<file path="src/rtl/nand_seq_pkg.sv">
package nand_seq_pkg;

  localparam logic [7:0] OP_READ0   = 8'h00;
  localparam logic [7:0] OP_READ1   = 8'h01;
  localparam logic [7:0] OP_READOOB = 8'h50;
  localparam logic [7:0] OP_SEQIN   = 8'h80;
  localparam logic [7:0] OP_PROG    = 8'h10;
  localparam logic [7:0] OP_ERASE1  = 8'h60;
  localparam logic [7:0] OP_ERASE2  = 8'hD0;
  localparam logic [7:0] OP_STATUS  = 8'h70;
  localparam logic [7:0] OP_RESET   = 8'hFF;

  typedef enum logic [3:0] {
    ST_IDLE,
    ST_PTR,
    ST_CMD,
    ST_COL,
    ST_PG0,
    ST_PG1,
    ST_PG2,
    ST_SETTLE,
    ST_TWB,
    ST_WAIT
  } seq_state_e;

  function automatic logic op_is_read(input logic [7:0] op);
    return (op == OP_READ0) || (op == OP_READ1) || (op == OP_READOOB);
  endfunction

  function automatic logic op_no_wait(input logic [7:0] op);
    return (op == OP_PROG) || (op == OP_ERASE1) || (op == OP_ERASE2) ||
           (op == OP_SEQIN) || (op == OP_STATUS);
  endfunction

endpackage

</file>
<file path="src/rtl/nand_rb_sync.sv">
module nand_rb_sync #(
  parameter int STAGES = 2
) (
  input  logic clk_i,
  input  logic rst_ni,
  input  logic rb_i,
  output logic rb_o
);
  logic [STAGES-1:0] sh_q;

  generate
    if (STAGES == 1) begin : g_one
      always_ff @(posedge clk_i or negedge rst_ni) begin
        if (!rst_ni) sh_q <= '0;
        else         sh_q <= rb_i;
      end
    end else begin : g_chain
      always_ff @(posedge clk_i or negedge rst_ni) begin
        if (!rst_ni) sh_q <= '0;
        else         sh_q <= {sh_q[STAGES-2:0], rb_i};
      end
    end
  endgenerate

  assign rb_o = sh_q[STAGES-1];
endmodule

</file>
<file path="src/rtl/nand_us_tick.sv">
module nand_us_tick #(
  parameter int DIV = 250
) (
  input  logic clk_i,
  input  logic rst_ni,
  input  logic clr_i,
  output logic tick_o
);
  localparam int CW = (DIV > 1) ? $clog2(DIV) : 1;

  logic [CW-1:0] cnt_q;

  assign tick_o = !clr_i && (cnt_q == CW'(DIV - 1));

  always_ff @(posedge clk_i or negedge rst_ni) begin
    if (!rst_ni)               cnt_q <= '0;
    else if (clr_i || tick_o)  cnt_q <= '0;
    else                       cnt_q <= cnt_q + 1'b1;
  end
endmodule

</file>
<file path="src/rtl/nand_we_strobe.sv">
module nand_we_strobe #(
  parameter int WE_LO_CYC = 3,
  parameter int WE_HI_CYC = 2
) (
  input  logic clk_i,
  input  logic rst_ni,
  input  logic active_i,
  output logic we_no,
  output logic last_o
);
  localparam int TOT = WE_LO_CYC + WE_HI_CYC;
  localparam int CW  = (TOT > 1) ? $clog2(TOT) : 1;

  logic [CW-1:0] cnt_q;

  assign last_o = active_i && (cnt_q == CW'(TOT - 1));
  assign we_no  = !(active_i && (cnt_q < CW'(WE_LO_CYC)));

  always_ff @(posedge clk_i or negedge rst_ni) begin
    if (!rst_ni)                 cnt_q <= '0;
    else if (!active_i || last_o) cnt_q <= '0;
    else                         cnt_q <= cnt_q + 1'b1;
  end
endmodule

</file>
<file path="src/rtl/nand_cmd_seq.sv">
module nand_cmd_seq
  import nand_seq_pkg::*;
#(
  parameter int PAGE_SIZE  = 512,
  parameter int COL_W      = 10,
  parameter int PAGE_W     = 20,
  parameter int DQ_W       = 16,
  parameter int WE_LO_CYC  = 3,
  parameter int WE_HI_CYC  = 2,
  parameter int TWB_CYC    = 25,
  parameter int SETTLE_CYC = 250,
  parameter int TICK_DIV   = 250,
  parameter int TIMEOUT_US = 30,
  parameter int SYNC_STAGES = 2
) (
  input  logic              clk_i,
  input  logic              rst_ni,
  input  logic              cfg_x16_i,
  input  logic              cfg_large_i,
  input  logic              req_valid_i,
  output logic              req_ready_o,
  input  logic [7:0]        req_opcode_i,
  input  logic              req_col_vld_i,
  input  logic [COL_W-1:0]  req_col_i,
  input  logic              req_page_vld_i,
  input  logic [PAGE_W-1:0] req_page_i,
  output logic              done_o,
  output logic              timeout_o,
  output logic              nand_cle_o,
  output logic              nand_ale_o,
  output logic              nand_ce_no,
  output logic              nand_we_no,
  output logic [DQ_W-1:0]   nand_dq_o,
  input  logic              nand_rb_i
);
  localparam int DLY_MAX = (SETTLE_CYC > TWB_CYC) ? SETTLE_CYC : TWB_CYC;
  localparam int DLY_W   = $clog2(DLY_MAX + 1);
  localparam int TMO_W   = $clog2(TIMEOUT_US + 1);
  localparam int PG_EXT  = 24;

  seq_state_e        state_q;
  logic [7:0]        op_q, ptr_q, col_q;
  logic [PAGE_W-1:0] pg_q;
  logic              col_vld_q, pg_vld_q, large_q;
  logic              force_q, done_q, tmo_q;
  logic [DLY_W-1:0]  dly_q;
  logic [TMO_W-1:0]  us_q;

  logic              rb_s, tick, we_last, byte_act, in_wait, tmo_hit;
  logic [7:0]        ptr_d, bus_byte;
  logic [COL_W-1:0]  col_adj;
  logic [PG_EXT-1:0] pg_ext;

  nand_rb_sync #(.STAGES(SYNC_STAGES)) u_rb_sync (
    .clk_i (clk_i),
    .rst_ni(rst_ni),
    .rb_i  (nand_rb_i),
    .rb_o  (rb_s)
  );

  assign in_wait = (state_q == ST_WAIT);

  nand_us_tick #(.DIV(TICK_DIV)) u_us_tick (
    .clk_i (clk_i),
    .rst_ni(rst_ni),
    .clr_i (!in_wait),
    .tick_o(tick)
  );

  assign byte_act = (state_q == ST_PTR) || (state_q == ST_CMD) || (state_q == ST_COL) ||
                    (state_q == ST_PG0) || (state_q == ST_PG1) || (state_q == ST_PG2);

  nand_we_strobe #(.WE_LO_CYC(WE_LO_CYC), .WE_HI_CYC(WE_HI_CYC)) u_we_strobe (
    .clk_i   (clk_i),
    .rst_ni  (rst_ni),
    .active_i(byte_act),
    .we_no   (nand_we_no),
    .last_o  (we_last)
  );

  // pointer selection and column rebasing, evaluated at acceptance
  always_comb begin
    ptr_d   = OP_READ0;
    col_adj = req_col_i;
    if (req_opcode_i == OP_SEQIN) begin
      if (req_col_i >= COL_W'(PAGE_SIZE)) begin
        ptr_d   = OP_READOOB;
        col_adj = req_col_i - COL_W'(PAGE_SIZE);
      end else if (req_col_i >= COL_W'(256)) begin
        ptr_d   = OP_READ1;
        col_adj = req_col_i - COL_W'(256);
      end
    end
    if (cfg_x16_i) col_adj = col_adj >> 1;
  end

  assign tmo_hit = tick && (us_q == TMO_W'(TIMEOUT_US - 1));

  always_ff @(posedge clk_i or negedge rst_ni) begin
    if (!rst_ni)      us_q <= '0;
    else if (!in_wait) us_q <= '0;
    else if (tick)    us_q <= us_q + 1'b1;
  end

  always_ff @(posedge clk_i or negedge rst_ni) begin
    if (!rst_ni) begin
      state_q   <= ST_IDLE;
      op_q      <= '0;
      ptr_q     <= '0;
      col_q     <= '0;
      pg_q      <= '0;
      col_vld_q <= 1'b0;
      pg_vld_q  <= 1'b0;
      large_q   <= 1'b0;
      force_q   <= 1'b0;
      done_q    <= 1'b0;
      tmo_q     <= 1'b0;
      dly_q     <= '0;
    end else begin
      done_q <= 1'b0;
      tmo_q  <= 1'b0;
      unique case (state_q)
        ST_IDLE: if (req_valid_i) begin
          op_q      <= req_opcode_i;
          ptr_q     <= ptr_d;
          col_q     <= col_adj[7:0];
          pg_q      <= req_page_i;
          col_vld_q <= req_col_vld_i;
          pg_vld_q  <= req_page_vld_i;
          large_q   <= cfg_large_i;
          state_q   <= (req_opcode_i == OP_SEQIN) ? ST_PTR : ST_CMD;
        end
        ST_PTR: if (we_last) state_q <= ST_CMD;
        ST_CMD: if (we_last) begin
          if (col_vld_q) begin
            state_q <= ST_COL;
          end else if (pg_vld_q) begin
            state_q <= ST_PG0;
            force_q <= op_is_read(op_q);
          end else if (op_no_wait(op_q)) begin
            state_q <= ST_IDLE;
            done_q  <= 1'b1;
          end else begin
            state_q <= ST_TWB;
            dly_q   <= DLY_W'(TWB_CYC - 1);
          end
        end
        ST_COL: if (we_last) begin
          if (pg_vld_q) begin
            state_q <= ST_PG0;
            force_q <= op_is_read(op_q);
          end else begin
            state_q <= ST_SETTLE;
            dly_q   <= DLY_W'(SETTLE_CYC - 1);
          end
        end
        ST_PG0: if (we_last) state_q <= ST_PG1;
        ST_PG1: if (we_last) begin
          if (large_q) begin
            state_q <= ST_PG2;
          end else begin
            state_q <= ST_SETTLE;
            dly_q   <= DLY_W'(SETTLE_CYC - 1);
          end
        end
        ST_PG2: if (we_last) begin
          state_q <= ST_SETTLE;
          dly_q   <= DLY_W'(SETTLE_CYC - 1);
        end
        ST_SETTLE: begin
          if (dly_q == '0) begin
            if (op_no_wait(op_q)) begin
              state_q <= ST_IDLE;
              done_q  <= 1'b1;
              force_q <= 1'b0;
            end else begin
              state_q <= ST_TWB;
              dly_q   <= DLY_W'(TWB_CYC - 1);
            end
          end else begin
            dly_q <= dly_q - 1'b1;
          end
        end
        ST_TWB: begin
          if (dly_q == '0) state_q <= ST_WAIT;
          else             dly_q   <= dly_q - 1'b1;
        end
        ST_WAIT: begin
          if (rb_s) begin
            state_q <= ST_IDLE;
            done_q  <= 1'b1;
            force_q <= 1'b0;
          end else if (force_q && tmo_hit) begin
            state_q <= ST_IDLE;
            done_q  <= 1'b1;
            tmo_q   <= 1'b1;
            force_q <= 1'b0;
          end
        end
        default: state_q <= ST_IDLE;
      endcase
    end
  end

  assign pg_ext = PG_EXT'(pg_q);

  always_comb begin
    unique case (state_q)
      ST_PTR:  bus_byte = ptr_q;
      ST_CMD:  bus_byte = op_q;
      ST_COL:  bus_byte = col_q;
      ST_PG0:  bus_byte = pg_ext[7:0];
      ST_PG1:  bus_byte = pg_ext[15:8];
      ST_PG2:  bus_byte = {4'b0000, pg_ext[19:16]};
      default: bus_byte = 8'h00;
    endcase
  end

  assign req_ready_o = (state_q == ST_IDLE);
  assign done_o      = done_q;
  assign timeout_o   = tmo_q;
  assign nand_cle_o  = (state_q == ST_PTR) || (state_q == ST_CMD);
  assign nand_ale_o  = (state_q == ST_COL) || (state_q == ST_PG0) ||
                       (state_q == ST_PG1) || (state_q == ST_PG2);
  assign nand_ce_no  = !(byte_act || force_q);
  assign nand_dq_o   = DQ_W'(bus_byte);

endmodule

</file>
<file path="config.mk">
export PLATFORM = sky130hd
export DESIGN_NAME = nand_cmd_seq
export DESIGN_NICKNAME = d
export VERILOG_FILES = /design/src/rtl/nand_seq_pkg.sv /design/src/rtl/nand_rb_sync.sv /design/src/rtl/nand_us_tick.sv /design/src/rtl/nand_we_strobe.sv /design/src/rtl/nand_cmd_seq.sv
export SDC_FILE = /design/constraint.sdc
export NUM_CORES = 1
export LEC_CHECK = 0
export CELL_PAD_IN_SITES_DETAIL_PLACEMENT = 1
export CELL_PAD_IN_SITES_GLOBAL_PLACEMENT = 2
export CORE_ASPECT_RATIO = 0.5
export CORE_MARGIN = 5
export CORE_UTILIZATION = 36
export CTS_CLUSTER_DIAMETER = 50
export DETAILED_ROUTE_END_ITERATION = 7
export DONT_BUFFER_PORTS = 1
export PLACE_DENSITY_LB_ADDON = 0.1
export RECOVER_POWER = 50
export SLEW_MARGIN = 20
export SYNTH_ARGS = -nofsm -noshare
export SYNTH_HDL_FRONTEND = slang
export SYNTH_HIERARCHICAL = 1
export SYNTH_SLANG_ARGS = --single-unit
</file>
<file path="constraint.sdc">
create_clock -name clk_i -period 2.78 [get_ports clk_i]
set_input_delay 0.695 -clock clk_i [delete_from_list [all_inputs] [get_ports clk_i]]
set_output_delay 0.695 -clock clk_i [all_outputs]
set_load 0.01 [all_outputs]
</file>
==> flow_metrics.py, run 1 <==
metrics = {
    "worst_setup_path": {
        "required_ps": 3000,
        "rrSetupSlack_ps": 170,
        "crit_fanout": 6,
        "crit_type": "reg2reg",
        "end_kind": "register",
        "worst-endpoint-arrival_ps": 2820,
        "startpoint_type": "register",
    },
    "clock_network": {
        "path_clk_slew_ps": 70,
        "worstSkewPairLatency_ps": 340,
        "htreeDepth": 3,
        "cts_tree": "done",
        "cts.sinks": 74,
        "ctsRootBufferMaster": "clkbuf_16",
        "clock_path_buffers": 2,
        "cts_hold_buffers": 0,
        "numCtsBuffers": 9,
    },
    "logic_synthesis": {
        "synth_fa_ha_area_share_pct": 2.324,
        "synthMuxAreaShare_pct": 12.04,
        "synth-seq-area-share_pct": 44.10,
        "avgSynthCellArea_um2": 10.12,
        "syn-cell-area_um2": 4199,
        "yosys.area_share.simple_pct": 16.63,
        "synth_cell_types": 75,
        "ys_seq_elements": 74,
        "synthCells": 415,
        "synth_top_family_by_area": "compound AO/OA/AOI/OAI gates",
        "synth_compound_area_share_pct": 17.31,
        "synthFlopType": "dfrtp_1",
        "synth_edf_count": 0,
        "synth_xor_xnor_area_share_pct": 1.877,
        "yosys_warnings": 6,
        "async_flop_share_pct": 100.0,
    },
    "drt": {
        "via_count": 3266,
        "firstDrtPassIters": 4,
        "drc_errors": 0,
        "wl_per_cell_um": 19.27,
        "viasPerCell": 5.554,
        "drt-initial-drc-count": 210,
        "final_antenna_net_count": 0,
        "wl_mm": 11.33,
    },
    "place": {
        "io_buffers": 0,
        "place.gp.congestion": 0.8704,
        "dpl-instance-area_um2": 4415,
        "dp_hpwl_mm": 8.455,
    },
    "timing": {
        "hold_violations": 0,
        "slew_headroom_pct": 54.85,
        "rsz0062_at_grt": "no",
        "min_period_ps": 2607,
        "hold_ws_ps": 45.09,
        "worst_slew_pin_slew_ps": 674.1,
        "max_freq_mhz": 383.6,
        "report.final.slew_viol_count": 0,
        "clock_skew_ps": 8.341,
        "timing.setup.tns_ps": 0,
        "setup_viol": 0,
        "fin_crit_sh_pct": 93.77,
    },
    "global_routing": {
        "overflow": 0,
        "grt_pass1_wl_mm": 19.12,
        "grt_pass1_vias": 3608,
        "antenna_found_initial": 0,
        "grt_max_degree": 75,
        "grtUsageTotal_pct": 16.95,
    },
    "die": {
        "dieArea_um2": 14050,
        "rows": 27,
        "die_w_um": 162.7,
        "ioPinCount": 69,
        "fp.dieH_um": 86.37,
        "start_util_pct": 37.55,
        "core_um2": 11180,
    },
    "hold_path": {
        "hold_class": "in2async",
    },
    "pwr": {
        "peakVddDrop_mv": 0.3483,
        "totalPowerFinal_uw": 5339,
        "powerDensity_nw_per_um2": 1127,
        "p_leak_uw": 0.001984,
    },
    "run_status": {
        "status": "complete, no violations",
    },
    "finish": {
        "diodes": 0,
        "finalNetCount": 477,
        "syn2layout_area_growth_pct": 12.84,
        "drive_gt1_share_pct": 20.98,
        "final_core_util_pct": 42.37,
        "fin_area_um2": 4738,
    },
    "flow_run": {
        "maxCapViolCount": 0,
    },
}
[Yosys cell counts, types with 4 or more instances]
master,number,area (um^2)
nor2_1,26,97.59
clkbuf_1,6,22.52
buf_4,8,60.06
nand2b_1,4,25.02
mux2_2,32,360.4
a21oi_1,17,85.08
xor2_1,4,35.03
a21o_1,4,30.03
xnor2_1,5,43.79
a31oi_1,4,25.02
nand2_1,27,101.4
dfrtp_1,74,1852
o21ai_0,26,130.1
inv_1,18,67.56
o221ai_1,4,35.03
nor3_1,10,50.05
or3_1,5,31.28
nor2b_1,7,43.79
a22oi_1,9,67.56
nand4_1,5,31.28
mux2i_1,13,130.1
buf_2,14,70.07
nand3b_1,4,30.03
nand3_1,6,30.03
ha_1,7,87.58
[layer usage]
metal	up-vias	part of all wire [%]	global-route usage (%)
li1	1529	-	-
met3	8	5.4	5.273
met4	0	0.83	3.729
met5	-	0	0
met1	1663	48	22.55
met2	66	46	27.41
[power breakdown]
part,leakage (uW),internal [uW],switching (uW),total [uW]
Clock,0.000149,713,505,1220
Sequential,0.000929,1460,368,1830
Combinational,0.000906,1030,1260,2290
Total,0.00198,3210,2130,5340
[flip-flops by register name (all words and copies together) (netlist names), 2 cells and up]
name / count
pg_q: 20
col_q: 8
dly_q: 8
op_q: 8
u_us_tick/cnt_q: 8
us_q: 5
state_q: 4
u_we_strobe/cnt_q: 3
ptr_q: 2
u_rb_sync/sh_q: 2
[kinds of logic after synthesis]
logic type / after synthesis
fa+ha+maj: 8
buf+inv: 48
other cells: 1
flops: 74
xor+xnor: 9
compound gates: 106
mux: 46
simple gates: 123
[critical path, cell delays in order (launching register included)]
cell and delay, ps:
dfrtp_1 430, nand2_1 140, xnor2_1 150, nor2_1 130, or2_2 170, inv_1 80
nor2_1 300, a21oi_1 80, o2111ai_1 370, o211a_1 320, mux2_4 310
[cell type report]
type | count | area [um^2]
Fill cell | 1238 | 6444
Multi-Input combinational cell | 300 | 2150
Sequential cell | 74 | 1852
Clock buffer | 9 | 225.2
Tap cell | 159 | 198.9
Timing Repair Buffer | 21 | 157.7
Clock inverter | 7 | 83.83
Inverter | 18 | 71.32
[placed cells by master, fill, tap and decap left out, types with 13 or more instances in the layout]
master / n
buf_4: 21
o21ai_0: 26
inv_1: 17
mux2i_1: 13
mux2_2: 32
nor2_1: 25
nand2_1: 25
a21oi_1: 17
dfrtp_1: 74
[worst paths after layout]
path | startpoint | endpoint | cells past startpoint
max in group asynchronous | rst_ni | dly_q[2] | 0
setup / recovery | state_q[1] | state_q[0] | 10
hold / removal | rst_ni | pg_q[1] | 0
hold reg to reg | u_rb_sync/sh_q[0] | u_rb_sync/sh_q[1] | 0
min in group clk_i | u_rb_sync/sh_q[0] | u_rb_sync/sh_q[1] | 0
setup reg to reg | state_q[1] | state_q[0] | 10
[stage by stage]
step,setup WS (ps),cells
2_1_floorplan,80.59,422
3_3_place_gp,415.1,572
3_5_place_dp,228.1,572
4_1_cts,27.81,588
5_1_grt,7.979,588
6_report,173.1,588
[what timing repair did]
action | in CTS | in global routing
gates resized for setup | 0 | 4
setup buffers | 0 | 0
endpoints found under the setup margin | 0 | 4
Note: power is estimated with default switching activity, not from simulation.
==> inputs of run 2 (changes only) <==
--- a/config.mk
+++ b/config.mk
@@ -8,7 +8,6 @@
 export CELL_PAD_IN_SITES_DETAIL_PLACEMENT = 1
 export CELL_PAD_IN_SITES_GLOBAL_PLACEMENT = 2
 export CORE_ASPECT_RATIO = 0.5
-export CORE_MARGIN = 5
 export CORE_UTILIZATION = 36
 export CTS_CLUSTER_DIAMETER = 50
 export DETAILED_ROUTE_END_ITERATION = 7
==> flow_metrics.py, run 2 (synthesis results as in run 1) <==
metrics = {
    "run_status": {
        "status": "complete, no violations",
    },
    "die": {
        "dieArea_um2": 12130,
        "start_util_pct": 37.55,
        "fp.dieH_um": 78.37,
        "core_um2": 11180,
        "rows": 27,
        "die_w_um": 154.7,
        "ioPinCount": 69,
    },
    "timing": {
        "max_freq_mhz": 374.8,
        "clock_skew_ps": 8.626,
        "timing.setup.tns_ps": 0,
        "report.final.slew_viol_count": 0,
        "hold_violations": 0,
        "rsz0062_at_grt": "no",
        "setup_viol": 0,
        "worst_slew_pin_slew_ps": 607.8,
        "slew_headroom_pct": 59.29,
        "fin_crit_sh_pct": 95.97,
        "timing.final.ws_setup_ps": 112.1,
        "min_period_ps": 2668,
    },
    "finish": {
        "top_register": "pg_q",
        "layout_common_cells": "73 x dfrtp_1, 32 x mux2_2, 26 x nand2_1, 26 x o21ai_0, 24 x nor2_1",
        "final_core_util_pct": 42.21,
        "layout_commonest_cell": "dfrtp_1",
        "diodes": 0,
        "drive_gt1_share_pct": 20.56,
        "finalNetCount": 476,
        "syn2layout_area_growth_pct": 12.40,
        "largest_reg_flops": 20,
    },
    "drt": {
        "wl_mm": 10.91,
        "drc_errors": 0,
        "final_antenna_net_count": 0,
        "firstDrtPassIters": 5,
        "drt-initial-drc-count": 146,
        "via_count": 3208,
        "wl_per_cell_um": 18.59,
        "viasPerCell": 5.465,
    },
    "clock_network": {
        "worstSkewPairLatency_ps": 330,
        "htreeDepth": 3,
        "postCtsSetupBuffers": 0,
        "cts.sinks": 74,
        "numCtsBuffers": 9,
        "ctsRootBufferMaster": "clkbuf_16",
        "cts_tree": "done",
        "clock_path_buffers": 2,
        "path_clk_slew_ps": 60,
        "cts_hold_buffers": 0,
    },
    "global_routing": {
        "overflow": 0,
        "grt_pass1_wl_mm": 18.34,
        "grt_pass1_vias": 3456,
        "antenna_found_initial": 0,
        "grtUsageTotal_pct": 19.51,
        "grt_max_degree": 75,
    },
    "pwr": {
        "seq_power_share_pct": 35.0,
        "powerDensity_nw_per_um2": 1116,
        "p_clk_share_pct": 22.4,
        "peakVddDrop_mv": 0.3671,
        "switchingPower_uw": 2088,
        "switching_share_pct": 39.66,
        "p_leak_uw": 0.001968,
        "power_frac_comb_pct": 42.6,
        "totalPowerFinal_uw": 5265,
        "p_int_uw": 3177,
    },
    "worst_setup_path": {
        "required_ps": 2090,
        "startpoint_type": "register",
        "crit_fanout": 8,
        "end_kind": "primary output",
        "worst-endpoint-arrival_ps": 1970,
        "crit_type": "reg2out",
    },
    "place": {
        "io_buffers": 0,
        "dp_hpwl_mm": 8.005,
        "place_ws_ps": 157.1,
        "place.gp.congestion": 0.8531,
    },
    "flow_run": {
        "maxCapViolCount": 0,
    },
    "hold_path": {
        "hold_class": "in2async",
    },
}
## run 2: worst paths after layout
check	start	end	slack, ps	depth (start not counted)
max	state_q[1]	nand_dq_o[4]	110	6
min	rst_ni	pg_q[10]	50	0
max reg2reg	state_q[1]	state_q[0]	250	9
min reg2reg	u_rb_sync/sh_q[0]	u_rb_sync/sh_q[1]	360	0
max in group asynchronous	rst_ni	dly_q[2]	2590	0
min in group clk_i	u_rb_sync/sh_q[0]	u_rb_sync/sh_q[1]	360	0
## run 2: through the flow
stage                     area, um^2  hold slack, ps  instances
final                           4720           48.48        587
after detailed placement        4408           340.4        571
after global placement          4408           337.2        571
after CTS                       4711           36.44        587
after floorplan                 4225           331.2        422
after global routing            4720           28.38        587
## run 2: layout make-up
class | instances | area [um^2]
Multi-Input combinational cell | 300 | 2143
Inverter | 18 | 67.56
Clock inverter | 7 | 77.57
Clock buffer | 9 | 225.2
Tap cell | 159 | 198.9
Fill cell | 1242 | 6462
Timing Repair Buffer | 20 | 153.9
Sequential cell | 74 | 1853
## run 2: power groups by stage
| stage | logic [uW] | registers, uW | clock network [uW] |
|---|---|---|---|
| 2_1_floorplan | 1710 | 1700 | 0 |
| 3_3_place_gp | 2170 | 1840 | 0 |
| 3_5_place_dp | 2250 | 1860 | 0 |
| 4_1_cts | 2260 | 1840 | 1210 |
| 5_1_grt | 2480 | 1900 | 1260 |
| 6_report | 2240 | 1840 | 1180 |
## run 2: what timing repair did
action | in CTS | in global routing
endpoints found under the setup margin | 0 | 6
endpoints found under the hold margin | 0 | 0
resized for setup | 0 | 5
## run 2: critical path: stages, from the launching register on
cell and delay [ps]:
dfrtp_1 470, nor2b_1 200, buf_4 170, and2_1 340
a21oi_1 130, o21ai_0 150, buf_4 180
## run 2: routing by layer
metal	wire, um	share of wire (%)	GRT usage, %
met1	5185	48	25.70
met2	5129	47	31.67
met3	531	4.9	5.743
met4	66	0.60	4.455
met5	0	0	0
